==> config.mk <==
export PLATFORM = sky130hd
export DESIGN_NAME = uart_rx_dma_ctl
export DESIGN_NICKNAME = d
export VERILOG_FILES = /design/src/rtl/uart_rx_dma_pkg.sv /design/src/rtl/rxdma_fifo.sv /design/src/rtl/rxdma_timeout.sv /design/src/rtl/uart_rx_dma_ctl.sv
export SDC_FILE = /design/constraint.sdc
export NUM_CORES = 1
export LEC_CHECK = 0
export CORE_AREA = 2 2 187 189
export CTS_BUF_LIST = sky130_fd_sc_hd__clkbuf_16
export DETAILED_ROUTE_END_ITERATION = 8
export DIE_AREA = 0 0 189 191
export PLACE_DENSITY = 0.8
export SKIP_CTS_REPAIR_TIMING = 1
export SLEW_MARGIN = 10
export SYNTH_ARGS = -nofsm -noshare
export SYNTH_HDL_FRONTEND = slang
export SYNTH_SLANG_ARGS = --single-unit
==> constraint.sdc <==
create_clock -name clk -period 4.04 [get_ports clk]
set_input_delay 0.606 -clock clk [delete_from_list [all_inputs] [get_ports clk]]
set_output_delay 0.606 -clock clk [all_outputs]
set_load 0.02 [all_outputs]
==> src/rtl/uart_rx_dma_pkg.sv <==
package uart_rx_dma_pkg;
   typedef enum logic [1:0] {
      ST_IDLE = 2'd0,
      ST_DATA = 2'd1,
      ST_STAT = 2'd2
   } rxdma_state_e;

   localparam int STAT_W   = 4;
   localparam int STAT_OVR = 0;
   localparam int STAT_PAR = 1;
   localparam int STAT_FRM = 2;
   localparam int STAT_BRK = 3;
endpackage

==> src/rtl/rxdma_fifo.sv <==
module rxdma_fifo
   import uart_rx_dma_pkg::*;
#(
   parameter  int DEPTH  = 16,
   parameter  int DATA_W = 8,
   parameter  int TAPS   = 4,
   localparam int AW     = $clog2(DEPTH),
   localparam int NW     = $clog2(TAPS + 1)
) (
   input  logic                              clk,
   input  logic                              rst_n,
   input  logic                              push_i,
   input  logic [DATA_W-1:0]                 push_data_i,
   input  logic [STAT_W-1:0]                 push_stat_i,
   input  logic [NW-1:0]                     pop_n_i,
   output logic [TAPS-1:0][DATA_W-1:0]       tap_data_o,
   output logic [TAPS-1:0][STAT_W-1:0]       tap_stat_o,
   output logic [AW:0]                       count_o
);
   if ((DEPTH & (DEPTH - 1)) != 0 || DEPTH < 2 * TAPS) begin : g_bad_depth
      $error("rxdma_fifo: DEPTH must be a power of two and at least twice TAPS");
   end

   logic [DATA_W-1:0] mem_d [DEPTH];
   logic [STAT_W-1:0] mem_s [DEPTH];
   logic [AW-1:0]     rd_ptr, wr_ptr;
   logic [AW:0]       count;
   logic              full, accept;

   assign full    = (count == (AW+1)'(DEPTH));
   assign accept  = push_i && !full;
   assign count_o = count;

   always_ff @(posedge clk or negedge rst_n) begin
      if (!rst_n) begin
         rd_ptr <= '0;
         wr_ptr <= '0;
         count  <= '0;
      end else begin
         rd_ptr <= rd_ptr + AW'(pop_n_i);
         if (accept) wr_ptr <= wr_ptr + AW'(1);
         count  <= count + (AW+1)'(accept) - (AW+1)'(pop_n_i);
      end
   end

   // a full FIFO drops the newcomer and flags the newest stored entry
   always_ff @(posedge clk) begin
      if (accept) begin
         mem_d[wr_ptr] <= push_data_i;
         mem_s[wr_ptr] <= push_stat_i;
      end else if (push_i) begin
         mem_s[wr_ptr - AW'(1)][STAT_OVR] <= 1'b1;
      end
   end

   for (genvar k = 0; k < TAPS; k++) begin : g_tap
      assign tap_data_o[k] = mem_d[rd_ptr + AW'(k)];
      assign tap_stat_o[k] = mem_s[rd_ptr + AW'(k)];
   end

   assert_pop_le_count_R3: assert property (@(posedge clk) disable iff (!rst_n)
      (AW+1)'(pop_n_i) <= count);
   assert_count_bound_R10: assert property (@(posedge clk) disable iff (!rst_n)
      count <= (AW+1)'(DEPTH));
endmodule

==> src/rtl/rxdma_timeout.sv <==
module rxdma_timeout #(
   parameter  int TMO_BITS = 32,
   localparam int TW       = $clog2(TMO_BITS + 1)
) (
   input  logic clk,
   input  logic rst_n,
   input  logic arm_i,
   input  logic restart_i,
   input  logic bit_tick_i,
   output logic fire_o
);
   if (TMO_BITS < 1) begin : g_bad_tmo
      $error("rxdma_timeout: TMO_BITS must be positive");
   end

   logic [TW-1:0] ticks;

   always_ff @(posedge clk or negedge rst_n) begin
      if (!rst_n)                                 ticks <= '0;
      else if (!arm_i || restart_i)               ticks <= '0;
      else if (bit_tick_i && ticks != TW'(TMO_BITS)) ticks <= ticks + TW'(1);
   end

   assign fire_o = arm_i && !restart_i && (ticks == TW'(TMO_BITS));

   assert_fire_needs_arm_R6: assert property (@(posedge clk) disable iff (!rst_n)
      fire_o |-> arm_i);
endmodule

==> src/rtl/uart_rx_dma_ctl.sv <==
module uart_rx_dma_ctl
   import uart_rx_dma_pkg::*;
#(
   parameter  int DEPTH    = 16,
   parameter  int CNT_W    = 16,
   parameter  int TMO_BITS = 32,
   parameter  int TAPS     = 4,
   localparam int WORD_W   = 8 * TAPS,
   localparam int AW       = $clog2(DEPTH),
   localparam int NW       = $clog2(TAPS + 1),
   localparam int BW       = $clog2(TAPS)
) (
   input  logic              clk,
   input  logic              rst_n,
   input  logic              bit_tick,
   input  logic              chr_valid,
   input  logic [7:0]        chr_data,
   input  logic [3:0]        chr_stat,
   input  logic              blk_start,
   input  logic              blk_fetch,
   input  logic [CNT_W-1:0]  blk_len,
   output logic              busy,
   output logic              dma_req,
   output logic [WORD_W-1:0] dma_word,
   output logic [BW-1:0]     dma_nbytes,
   input  logic              dma_ack,
   output logic [CNT_W-1:0]  last_valid,
   output logic [3:0]        last_status
);
   if (CNT_W + STAT_W > WORD_W) begin : g_bad_word
      $error("uart_rx_dma_ctl: status word does not fit in one DMA word");
   end

   rxdma_state_e              state;
   logic [CNT_W-1:0]          rem, vcnt;
   logic [STAT_W-1:0]         sticky;
   logic                      pad;
   logic [TAPS-1:0][7:0]      tap_d;
   logic [TAPS-1:0][3:0]      tap_s;
   logic [AW:0]               fcnt;
   logic [NW-1:0]             lim, have, n_take, pop_n;
   logic                      issue, real_data, arm, fire;
   logic [WORD_W-1:0]         word_nx;
   logic [STAT_W-1:0]         stat_or;
   logic [TAPS-1:0][3:0]      stat_sel;

   rxdma_fifo #(.DEPTH(DEPTH), .DATA_W(8), .TAPS(TAPS)) u_fifo (
      .clk(clk), .rst_n(rst_n), .push_i(chr_valid), .push_data_i(chr_data),
      .push_stat_i(chr_stat), .pop_n_i(pop_n), .tap_data_o(tap_d),
      .tap_stat_o(tap_s), .count_o(fcnt));

   assign arm = (state == ST_DATA) && !pad && (rem != '0) && (fcnt < (AW+1)'(TAPS));

   rxdma_timeout #(.TMO_BITS(TMO_BITS)) u_tmo (
      .clk(clk), .rst_n(rst_n), .arm_i(arm), .restart_i(chr_valid),
      .bit_tick_i(bit_tick), .fire_o(fire));

   // request sizing
   assign lim       = (rem >= CNT_W'(TAPS)) ? NW'(TAPS) : NW'(rem);
   assign have      = (fcnt >= (AW+1)'(lim)) ? lim : NW'(fcnt);
   assign real_data = !(pad && fcnt == '0);
   assign n_take    = real_data ? have : lim;
   assign issue     = (state == ST_DATA) && !dma_req && (rem != '0) &&
                      (pad || fcnt >= (AW+1)'(lim));
   assign pop_n     = (issue && real_data) ? n_take : '0;

   for (genvar k = 0; k < TAPS; k++) begin : g_pack
      logic sel;
      assign sel              = real_data && (NW'(k) < n_take);
      assign word_nx[8*k +: 8] = sel ? tap_d[k] : 8'h00;
      assign stat_sel[k]      = sel ? tap_s[k] : 4'h0;
   end

   always_comb begin
      stat_or = '0;
      for (int k = 0; k < TAPS; k++) stat_or |= stat_sel[k];
   end

   always_ff @(posedge clk or negedge rst_n) begin
      if (!rst_n) begin
         state       <= ST_IDLE;
         rem         <= '0;
         vcnt        <= '0;
         sticky      <= '0;
         pad         <= 1'b0;
         dma_req     <= 1'b0;
         dma_word    <= '0;
         dma_nbytes  <= '0;
         last_valid  <= '0;
         last_status <= '0;
      end else begin
         case (state)
            ST_IDLE: if (blk_start) begin
               if (blk_fetch) begin
                  dma_req    <= 1'b1;
                  dma_word   <= WORD_W'({last_status, last_valid});
                  dma_nbytes <= BW'(TAPS - 1);
                  state      <= ST_STAT;
               end else begin
                  rem    <= blk_len;
                  vcnt   <= '0;
                  sticky <= '0;
                  pad    <= 1'b0;
                  state  <= ST_DATA;
               end
            end
            ST_DATA: begin
               if (fire) pad <= 1'b1;
               if (dma_req && dma_ack) dma_req <= 1'b0;
               if (issue) begin
                  dma_req    <= 1'b1;
                  dma_word   <= word_nx;
                  dma_nbytes <= BW'(n_take - NW'(1));
                  rem        <= rem - CNT_W'(n_take);
                  if (real_data) vcnt <= vcnt + CNT_W'(n_take);
                  sticky     <= sticky | stat_or;
               end else if (!dma_req && rem == '0) begin
                  last_valid  <= vcnt;
                  last_status <= sticky;
                  state       <= ST_IDLE;
               end
            end
            ST_STAT: if (dma_ack) begin
               dma_req <= 1'b0;
               state   <= ST_IDLE;
            end
            default: state <= ST_IDLE;
         endcase
      end
   end

   assign busy = (state != ST_IDLE);

   assert_req_hold_R4: assert property (@(posedge clk) disable iff (!rst_n)
      dma_req && !dma_ack |=> dma_req && $stable(dma_word) && $stable(dma_nbytes));
   assert_idle_no_req_R5: assert property (@(posedge clk) disable iff (!rst_n)
      !busy |-> !dma_req);
   assert_upper_lanes_zero_R2: assert property (@(posedge clk) disable iff (!rst_n)
      dma_req |-> ((dma_word >> (8 * (32'(dma_nbytes) + 1))) == '0));
   assert_busy_hold_R11: assert property (@(posedge clk) disable iff (!rst_n)
      busy && blk_start && state == ST_DATA |=> $stable(last_valid));
endmodule

* Word level (Yosys, flattened, before mapping) *
Memory sizes are Yosys's and may differ from the RTL's.
Index checks and enable logic that the tools add are counted.
Widths: inputs -> output; s select.

storage, ports and cells
  memories = 2
  input bits = 35
  output and inout bits = 56
  bits in registers = 113
  bits in writable memories = 192
  word-level logic and storage cells = 156

memories
  name          depth  bits a word  read ports  clocked after memory_dff  write ports  RTL line          text
  u_fifo.mem_d  16     8            4           0                         1            rxdma_fifo.sv:24  logic [DATA_W-1:0] mem_d [DEPTH];
  u_fifo.mem_s  16     4            4           0                         1            rxdma_fifo.sv:25  logic [STAT_W-1:0] mem_s [DEPTH];

cells by class
  reductions and logical operators = 42
  order comparisons = 7
  muxes and demuxes = 59
  add/sub/neg operators = 12
  bitwise operators = 5
  eq/ne operators = 15

operator list
  kind                 number
  $mux 16              7
  $mux 32              3
  $pmux 16 s2          2
  $pmux 32 s2          1
  $mux 4               9
  $mux 8               4
  $logic_and 1x1->1    18
  $mux 2               9
  $add 16x3->16        1
  $ge 16x3->1 const B  1
  $logic_not 16->1     1
  $ne 2x2->1 const B   8
  $or 4x4->4           4
  $reduce_and 4->1     4
  $reduce_bool 16->1   1
  $sub 16x3->16        1
  $mux 1               13
  $mux 3               4
  $mux 6               2
  $reduce_and 5->1     2
  $add 4x1->4 const B  2
  $add 4x2->4 const B  2
  $pmux 4 s2           1
  $add 6x1->6 const B  1
  29 further kinds     39

* Logic depth before layout (Yosys ltp) *
Gate-level depths: netlist (run 1).

  depth in word-level cells = 14
  mapped depth = 20
  gate-level depth less buffers = 18

* Modules after synthesis *
A second synthesis (run 1) with hierarchy kept.

unflattened totals
  cells, all modules = 1413
  area total of the unflattened synthesis = 18459.0 µm²

by module, submodules not included
  module           cells each  area each (µm²)  instances  seq. area each (µm²)
  rxdma_fifo       855         13110.1          1          6090.8
  uart_rx_dma_ctl  522         5012.3           1          2352.3
  rxdma_timeout    36          336.6            1          150.1

* Worst setup path after synthesis (run 1) *
Ideal clock, no wire load.

  kind = reg2reg
  from = reg rem[10]
  to = reg rem[11]
  path buffers = 1
  setup time = 0.090 ns
  clock period less this slack = 4.405 ns
  stages on the path, launching flop included = 18
  setup slack = -0.365 ns
  required time = 3.950 ns
  arrival = 4.314 ns
  path through = dfrtp_1 > or4_4 > or2_1 > buf_6 > nor3_2 > inv_1 > ha_1 > nand4b_1 > o211a_1 > nand3_1 > mux2i_1 > ha_1 > nor2b_1 > o21ai_0 > nor4bb_1 > nand2_1 > o41a_1 > o221ai_1

between the ends
  word-level cells in the longest chain between the ends = 8
  elaborated cells on any way between the ends = 14
  classes of those cells = add/sub (1); order compare (2); eq/ne (1); mux (5); reduce/logical (5)

RTL lines
  element                 RTL line                                      text
  from (decl)             uart_rx_dma_ctl.sv:35                         logic [CNT_W-1:0] rem, vcnt;
  from (signal assigned)  uart_rx_dma_ctl.sv:100                        rem <= blk_len;
  from (signal assigned)  uart_rx_dma_ctl.sv:114                        rem <= rem - CNT_W'(n_take);
  $ge 16x3->1             uart_rx_dma_ctl.sv:59                         assign lim = (rem >= CNT_W'(TAPS)) ? NW'(TAPS) : NW'(rem);
  $mux 3                  uart_rx_dma_ctl.sv:59
  $ge 5x3->1              uart_rx_dma_ctl.sv:60, uart_rx_dma_ctl.sv:64
  $mux 3                  uart_rx_dma_ctl.sv:60                         assign have = (fcnt >= (AW+1)'(lim)) ? lim : NW'(fcnt);
  $mux 3                  uart_rx_dma_ctl.sv:62                         assign n_take = real_data ? have : lim;
  $sub 16x3->16           uart_rx_dma_ctl.sv:114
  $mux 16                 uart_rx_dma_ctl.sv:110                        if (issue) begin
  $pmux 16 s2             uart_rx_dma_ctl.sv:92                         case (state)

Several ways; a longest one is shown, not always the timed one. The select of a mux whose other input is x is not followed.
A chain may end at the register's enable or synchronous reset.

* Worst setup path after layout (run 1) *
  from = reg rem[11]
  to = reg rem[9]

The elaborated chain is that of the path after synthesis.

==> results of run 1 <==
## report_power, final
part	switching (uW)	leakage [uW]	internal, uW
sequential	685	0.00318	3890
clock	1280	0.000532	1630
combinational	4740	0.00403	4470
total	6700	0.00775	9990
## routing by layer
layer  vias up  global-route usage  wire, um
met2       920               0.455     24500
met3       142              0.0613      5810
met5         -                   0        18
met4         4               0.101      1660
li1       5551                   -         -
met1      6729               0.387     18900
## metrics by stage
step	hold WS, ns	TNS (ns)	setup WS [ns]	util	power, uW
after detailed placement	0.480	-0.197	-0.0692	0.599	13400
after global routing	0.161	-2.17	-0.211	0.638	17500
after global placement	0.473	0	0.0135	0.599	13200
final	0.111	-0.0840	-0.0468	0.638	16700
after CTS	0.127	-0.351	-0.0875	0.630	16400
after floorplan	0.310	-0.00125	-0.000862	-	10700
## final timing paths
kind / to / cells past startpoint / start
worst max register to register: rem[9] / 16 / rem[11]
worst max-delay path: rem[9] / 16 / rem[11]
min in group clk: dma_nbytes[0] / 1 / dma_nbytes[0]
worst min-delay path: rem[10] / 1 / rst_n
max in group asynchronous: last_valid[9] / 2 / rst_n
worst min register to register: dma_nbytes[0] / 1 / dma_nbytes[0]
## layout make-up
| cell class | count | area share |
|---|---|---|
| multi-input cells | 879 | 0.448 |
| flip-flops and latches | 305 | 0.395 |
| repair buffers | 182 | 0.0776 |
| clock buffers | 33 | 0.0380 |
| well taps | 455 | 0.0262 |
| clock inverters | 25 | 0.00960 |
| inverters | 30 | 0.00518 |
## sequential cells by signal, summed over array words and instances, names as in the netlist, 5 cells and up
signal	count
u_fifo.mem_d	128
u_tmo.ticks	6
rem	16
last_valid	16
u_fifo.mem_s	64
vcnt	16
dma_word	32
u_fifo.count_o	5
## placed cells by master (no fill, tap or decap), types with 7 or more instances in the layout
master           synthesis  layout
dfrtp_1                113     111
ha_1                    30      22
mux2_2                  28      28
edfxtp_1               192     192
mux2_4                   9       9
nand3_1                 35      32
nand4_1                 11      11
a32oi_1                  7       7
o22ai_1                  8       8
and3_1                   8       8
ha_4                     0       8
a31oi_1                  7       7
o21ai_1                  5       9
clkbuf_16                0      33
o21ai_0                 25      17
nor2_1                  91      87
buf_4                    6      85
a211oi_1                11      10
clkdlybuf4s50_1          0      89
mux4_2                 208     208
nand2_1                100      97
xnor2_1                 15      13
buf_12                   0       8
mux2i_1                 50      49
a21oi_1                 44      41
inv_1                   27      28
a32o_1                  23      23
or4_1                    8       8
nor3_1                  20      16
o31ai_1                 10       7
## cells by family (layout without fill, tap and decap cells)
group | Yosys count | in the layout | share of synthesized area
flip-flops | 305 | 305 | 0.465
AO/OA/AOI/OAI | 201 | 201 | 0.0803
multiplexers | 296 | 296 | 0.306
XOR/XNOR | 23 | 23 | 0.0113
adder cells (fa/ha/maj) | 34 | 34 | 0.0247
buffers and inverters | 117 | 270 | 0.0280
AND/OR/NAND/NOR | 325 | 325 | 0.0850
## critical path: stages (launching register included)
cell and delay, ns:
dfrtp_1 0.37, or4_4 0.54, or2_4 0.31, nor3_4 0.20, inv_2 0.07, ha_4 0.27
nand4b_1 0.13, o211a_4 0.19, nand3_4 0.12, mux2i_4 0.27, ha_1 0.28, nor2b_4 0.14
o21ai_4 0.16, or4bb_4 0.51, o21ai_2 0.14, nand2_1 0.05, a22o_1 0.22
==> impl_results.rst, run 1 <==
.. list-table::
   :header-rows: 1

   * - Metric
     - Value
   * - Number of synthesized register bits
     - 305
   * - Area taken by flip-flops and latches
     - 8600 sq um
   * - Setup Viol. Count Final
     - 2
   * - Final net count
     - 1498
   * - Clock tree from TritonCTS
     - yes
   * - Minimum period implied by the final worst setup slack
     - roughly 4.1 ns
   * - Worst-case headroom to the max-slew limit
     - 0.280
   * - Yosys top cell area share
     - 0.312
   * - Vias per std cell
     - approximately 7.0
   * - Final worst slack
     - -0.0468 ns
   * - Number of CTS-inserted buffers
     - 31
   * - Final ANT Viol Nets
     - 0
   * - IO Port Bufs
     - 90
   * - Router iterations before antenna repair
     - 7
   * - Avg Cell Area, Syn
     - 14.2 sq um
   * - Most frequently used cell type in the post-synthesis netlist
     - mux4_2
   * - N_diodes
     - 0
   * - Tcrit/Tclk final
     - 1.01
   * - Sequential share of the synthesized area
     - 0.465
   * - Number of max-slew violations in the final report
     - 0
   * - Post-synthesis cell type with the largest combined area
     - edfxtp_1
   * - Final standard cell area without fillers
     - between 20000 and 25000 sq um
   * - Worst endpoint required time
     - about 4.5 ns
   * - Most common flop cell mapped by yosys
     - edfxtp_1
   * - Post-CTS clock slew at the launch and capture registers of the worst setup and hold paths
     - 0.07 ns
   * - Worst path arrival time
     - between 4 and 5 ns
   * - Filler Cells Inserted
     - 2332
   * - Post-detailed-placement half-perimeter wirelength
     - 34700 um
   * - Starting utilization of the core area
     - 0.542
   * - Initial antenna violation count
     - 2
   * - Worst Setup End Kind
     - register
   * - Synthesized netlist cell count
     - 1301
   * - Total via count in the routed design
     - between 10000 and 15000
   * - Max Clock Freq
     - roughly 240 MHz
   * - Largest net degree at the start of global routing
     - 65
   * - Area taken by multi-input logic gates
     - ~10000 sq um
   * - Class of the tightest hold or removal check
     - input port to asynchronous set/reset pin
   * - Wirelength, routed
     - 50900 um
   * - RSZ-0062 raised after global routing
     - yes
   * - Syn nets
     - roughly 1400
   * - Number of top-level pins
     - 91
   * - Yosys Warn Count
     - 0
   * - Number of buffers on the longest clock path
     - 3
   * - Status
     - finished, violations left
   * - Failing checks
     - setup timing
   * - Least-Margin Pin Slew
     - between 1 and 1.5 ns
   * - Dominant cells by area after synthesis
     - edfxtp_1 (31%), mux4_2 (25%), dfrtp_1 (15%)
   * - Category of the critical setup timing path
     - register to register
   * - # H-tree levels
     - 1
   * - Placeable Area
     - ~34000 sq um
   * - Layout overhead on the synthesized area
     - 17.8%
   * - Cell area after placement
     - around 20000 sq um
   * - Pwr per Cell Area
     - approximately 770 nW/um^2
   * - Die area
     - 36100 sq um
   * - Number of enable-type register cells in the synthesized netlist
     - approximately 190
   * - Leakage power figure
     - a little under 0.008 uW
   * - Std cell rows
     - between 60 and 70
   * - Count of routing violations after the opening detailed-route iteration
     - between 1500 and 2000
   * - Final RePlAce weighted congestion
     - around 0.89
   * - Drt drc
     - 0
   * - Placed cell count
     - around 1800
   * - Post-Syn Area
     - 18500 sq um
   * - Total track usage
     - 0.284
   * - Routed WL per cell
     - 26.7 um
   * - Synth cell count leaders
     - mux4_2 (208), edfxtp_1 (192), dfrtp_1 (113), nand2_1 (100), nor2_1 (91)
   * - Clock tree skew after final layout
     - approximately 0.02 ns
   * - Worst IR Drop VDD
     - 878 uV
   * - Die extent in y
     - between 150 and 200 um
   * - Share of layout cells above drive strength 1
     - 0.322
   * - Number of failing hold endpoints at the final stage
     - 0
   * - Critical Path Fanout Max
     - 4
   * - First-pass GRT wire length
     - just under 80000 um
   * - Worst-Skew Late Latency
     - just under 0.6 ns
   * - Die Wd
     - around 190 um
   * - Share of flip-flops with an asynchronous set or reset after synthesis
     - 0.370
   * - Vias in the first global route
     - 13300
   * - Cell chosen for the clock root
     - clkbuf_16
   * - Global route total overflow
     - 0
   * - Synth unique cells
     - about 80
   * - Startpoint type of the worst setup path
     - register
   * - Register-to-register path setup slack
     - -0.05 ns
   * - Final Instance Count excl. Fillers
     - ~1900
   * - Number of sinks driven by the clock tree
     - about 310
   * - Max-cap violations
     - 0
Power figures use the tool's default switching activity.
==> run 2, diff against run 1 <==
--- a/config.mk
+++ b/config.mk
@@ -7,6 +7,7 @@
 export LEC_CHECK = 0
 export CORE_AREA = 2 2 187 189
 export CTS_BUF_LIST = sky130_fd_sc_hd__clkbuf_16
+export CTS_CLUSTER_SIZE = 40
 export DETAILED_ROUTE_END_ITERATION = 8
 export DIE_AREA = 0 0 189 191
 export PLACE_DENSITY = 0.8
==> run 2 against run 1 <==
The flow still finishes with violations (setup timing); global-route usage rose by 0.20 points; first-iteration DRC count fell by 2.3%; via count barely moved; critical path depth did not move; sequential cell count did not move; final cell count barely moved; routed wire length rose by 0.74%; design area rose by 0.11%; hold slack improved by 0.0087 ns; combinational power rose by 0.5%; largest cell class unchanged.
==> impl_results.rst, run 2 (same netlist as run 1, synthesis figures left out) <==
.. list-table::
   :header-rows: 1

   * - Metric
     - Value
   * - Worst Setup End Kind
     - register
   * - Total track usage
     - 0.286
   * - Std cell rows
     - 68
   * - Global route total overflow
     - 0
   * - Post-CTS clock slew at the launch and capture registers of the worst setup and hold paths
     - 0.07 ns
   * - Max reg flops
     - ~130
   * - Largest net degree at the start of global routing
     - 65
   * - Post-detailed-placement half-perimeter wirelength
     - 34700 um
   * - Die extent in y
     - approximately 190 um
   * - Total via count in the routed design
     - ~13000
   * - Cell chosen for the clock root
     - clkbuf_16
   * - Clock tree skew after final layout
     - around 0.016 ns
   * - Worst endpoint required time
     - approximately 4.5 ns
   * - Setup Viol. Count Final
     - 3
   * - Final standard cell area without fillers
     - roughly 22000 sq um
   * - Number of sinks driven by the clock tree
     - a little over 300
   * - Filler Cells Inserted
     - roughly 2300
   * - Initial antenna violation count
     - 4
   * - Worst IR Drop VDD
     - about 890 uV
   * - Wirelength, routed
     - 51300 um
   * - Register containing the most flip-flops in the final layout
     - u_fifo.mem_d
   * - Total net switching power
     - 6730 uW
   * - Routed WL per cell
     - approximately 27 um
   * - WHS
     - between 0.1 and 0.15 ns
   * - IO Port Bufs
     - 90
   * - Clock tree from TritonCTS
     - yes
   * - Worst-Skew Late Latency
     - 0.58 ns
   * - Number of failing hold endpoints at the final stage
     - 0
   * - Router iterations before antenna repair
     - 5
   * - Minimum period implied by the final worst setup slack
     - 4.10 ns
   * - Final ANT Viol Nets
     - 0
   * - Share of total power in sequential cells
     - 0.272
   * - Vias in the first global route
     - roughly 13000
   * - Max Clock Freq
     - roughly 240 MHz
   * - Internal Pwr Total
     - 10100 uW
   * - N_diodes
     - 0
   * - First-pass GRT wire length
     - between 70000 and 80000 um
   * - Tcrit/Tclk final
     - 1.01
   * - Class of the tightest hold or removal check
     - input port to asynchronous set/reset pin
   * - Clock power frac
     - 0.178
   * - Largest registers ranked by flip-flop count
     - u_fifo.mem_d (128), u_fifo.mem_s (64), dma_word (32)
   * - Drt drc
     - 0
   * - Max-cap violations
     - 0
   * - Worst path arrival time
     - 4.56 ns
   * - Pwr per Cell Area
     - about 770 nW/um^2
   * - Final net count
     - 1499
   * - Number of top-level pins
     - 91
   * - Aggregate negative setup slack
     - -0.128 ns
   * - RSZ-0062 raised after global routing
     - yes
   * - Worst-case headroom to the max-slew limit
     - 0.285
   * - Share of layout cells above drive strength 1
     - 0.320
   * - Cell area after placement
     - slightly above 20000 sq um
   * - Leakage power figure
     - between 0.007 and 0.008 uW
   * - Final worst slack
     - -0.0587 ns
   * - Placeable Area
     - ~34000 sq um
   * - Critical Path Fanout Max
     - 4
   * - Starting utilization of the core area
     - 0.542
   * - Startpoint type of the worst setup path
     - register
   * - # H-tree levels
     - 1
   * - Vias per std cell
     - 6.99
   * - Most frequent standard cell in the layout excluding fill and tap cells
     - mux4_2
   * - Worst setup path startpoint
     - rem[11]
   * - Least-Margin Pin Slew
     - 1.07 ns
   * - Net switching fraction of the power
     - 0.400
   * - Top library cells by usage in the layout, fill and taps aside
     - mux4_2 (208), edfxtp_1 (192), dfrtp_1 (111), nand2_1 (97), clkdlybuf4s50_1 (89)
   * - Startpoint of the lowest-slack register-to-register path
     - rem[11]
   * - Layout overhead on the synthesized area
     - 17.9%
   * - Count of routing violations after the opening detailed-route iteration
     - between 1500 and 2000
   * - Share of power burned in combinational logic
     - 0.550
   * - Category of the critical setup timing path
     - register to register
   * - Die area
     - between 30000 and 40000 sq um
   * - Die Wd
     - 189 um
   * - Number of buffers on the longest clock path
     - 3
   * - Status
     - finished, violations left
   * - Final RePlAce weighted congestion
     - just under 0.9
   * - Failing checks
     - setup timing
   * - Number of max-slew violations in the final report
     - 0
   * - Number of CTS-inserted buffers
     - 31
-- run 2: layout make-up --
class | count | area [sq um] | share of cell area
inverter | 30 | 113 | 0.00517
clock inverter | 24 | 218 | 0.00999
timing repair buffer | 183 | 1700 | 0.0781
clock buffer | 34 | 851 | 0.0391
multi-input combinational | 879 | 9730 | 0.447
tap | 455 | 569 | 0.0261
sequential | 305 | 8600 | 0.395
-- run 2: worst paths after layout --
path,to,slack [ns],cells past startpoint
setup / recovery,rem[9],-0.06,16
hold / removal,rem[10],0.12,1
setup reg to reg,rem[9],-0.06,16
hold reg to reg,dma_word[21],0.49,1
max in group asynchronous,last_valid[9],3.12,2
min in group clk,dma_word[21],0.49,1
-- run 2: routing by layer --
layer  GRT usage  share of wire  up-vias
li1            -              -     5547
met1       0.389           0.36     6690
met2       0.457           0.48      947
met3      0.0633           0.12      167
met4       0.104          0.037        8
met5           0        0.00099        -
-- run 2: power by group through the flow --
stage / combinational (uW) / clock, uW / sequential, uW
after floorplan: 6290 / 0 / 4450
after global placement: 8650 / 0 / 4540
after detailed placement: 8840 / 0 / 4580
after CTS: 8930 / 3010 / 4540
after global routing: 9810 / 3130 / 4640
final: 9260 / 2990 / 4580
-- run 2: stage by stage --
stage               power [uW]  setup slack, ns  instances  utilization
floorplan                10700        -0.000862       1301            -
global placement         13200           0.0135       1844        0.599
detailed placement       13400          -0.0692       1844        0.599
CTS                      16500          -0.0874       1902        0.631
global route             17600           -0.255       1910        0.638
finish                   16800          -0.0587       1910        0.638
-- run 2: critical path, cell delays in order (launching register included) --
cell	delay, ns
dfrtp_1	0.37
or4_4	0.54
or2_4	0.31
nor3_4	0.20
inv_2	0.07
ha_4	0.27
nand4b_1	0.13
o211a_4	0.18
nand3_4	0.12
mux2i_4	0.27
ha_1	0.28
nor2b_4	0.14
o21ai_4	0.16
or4bb_4	0.51
o21ai_2	0.16
nand2_1	0.06
a22o_1	0.22
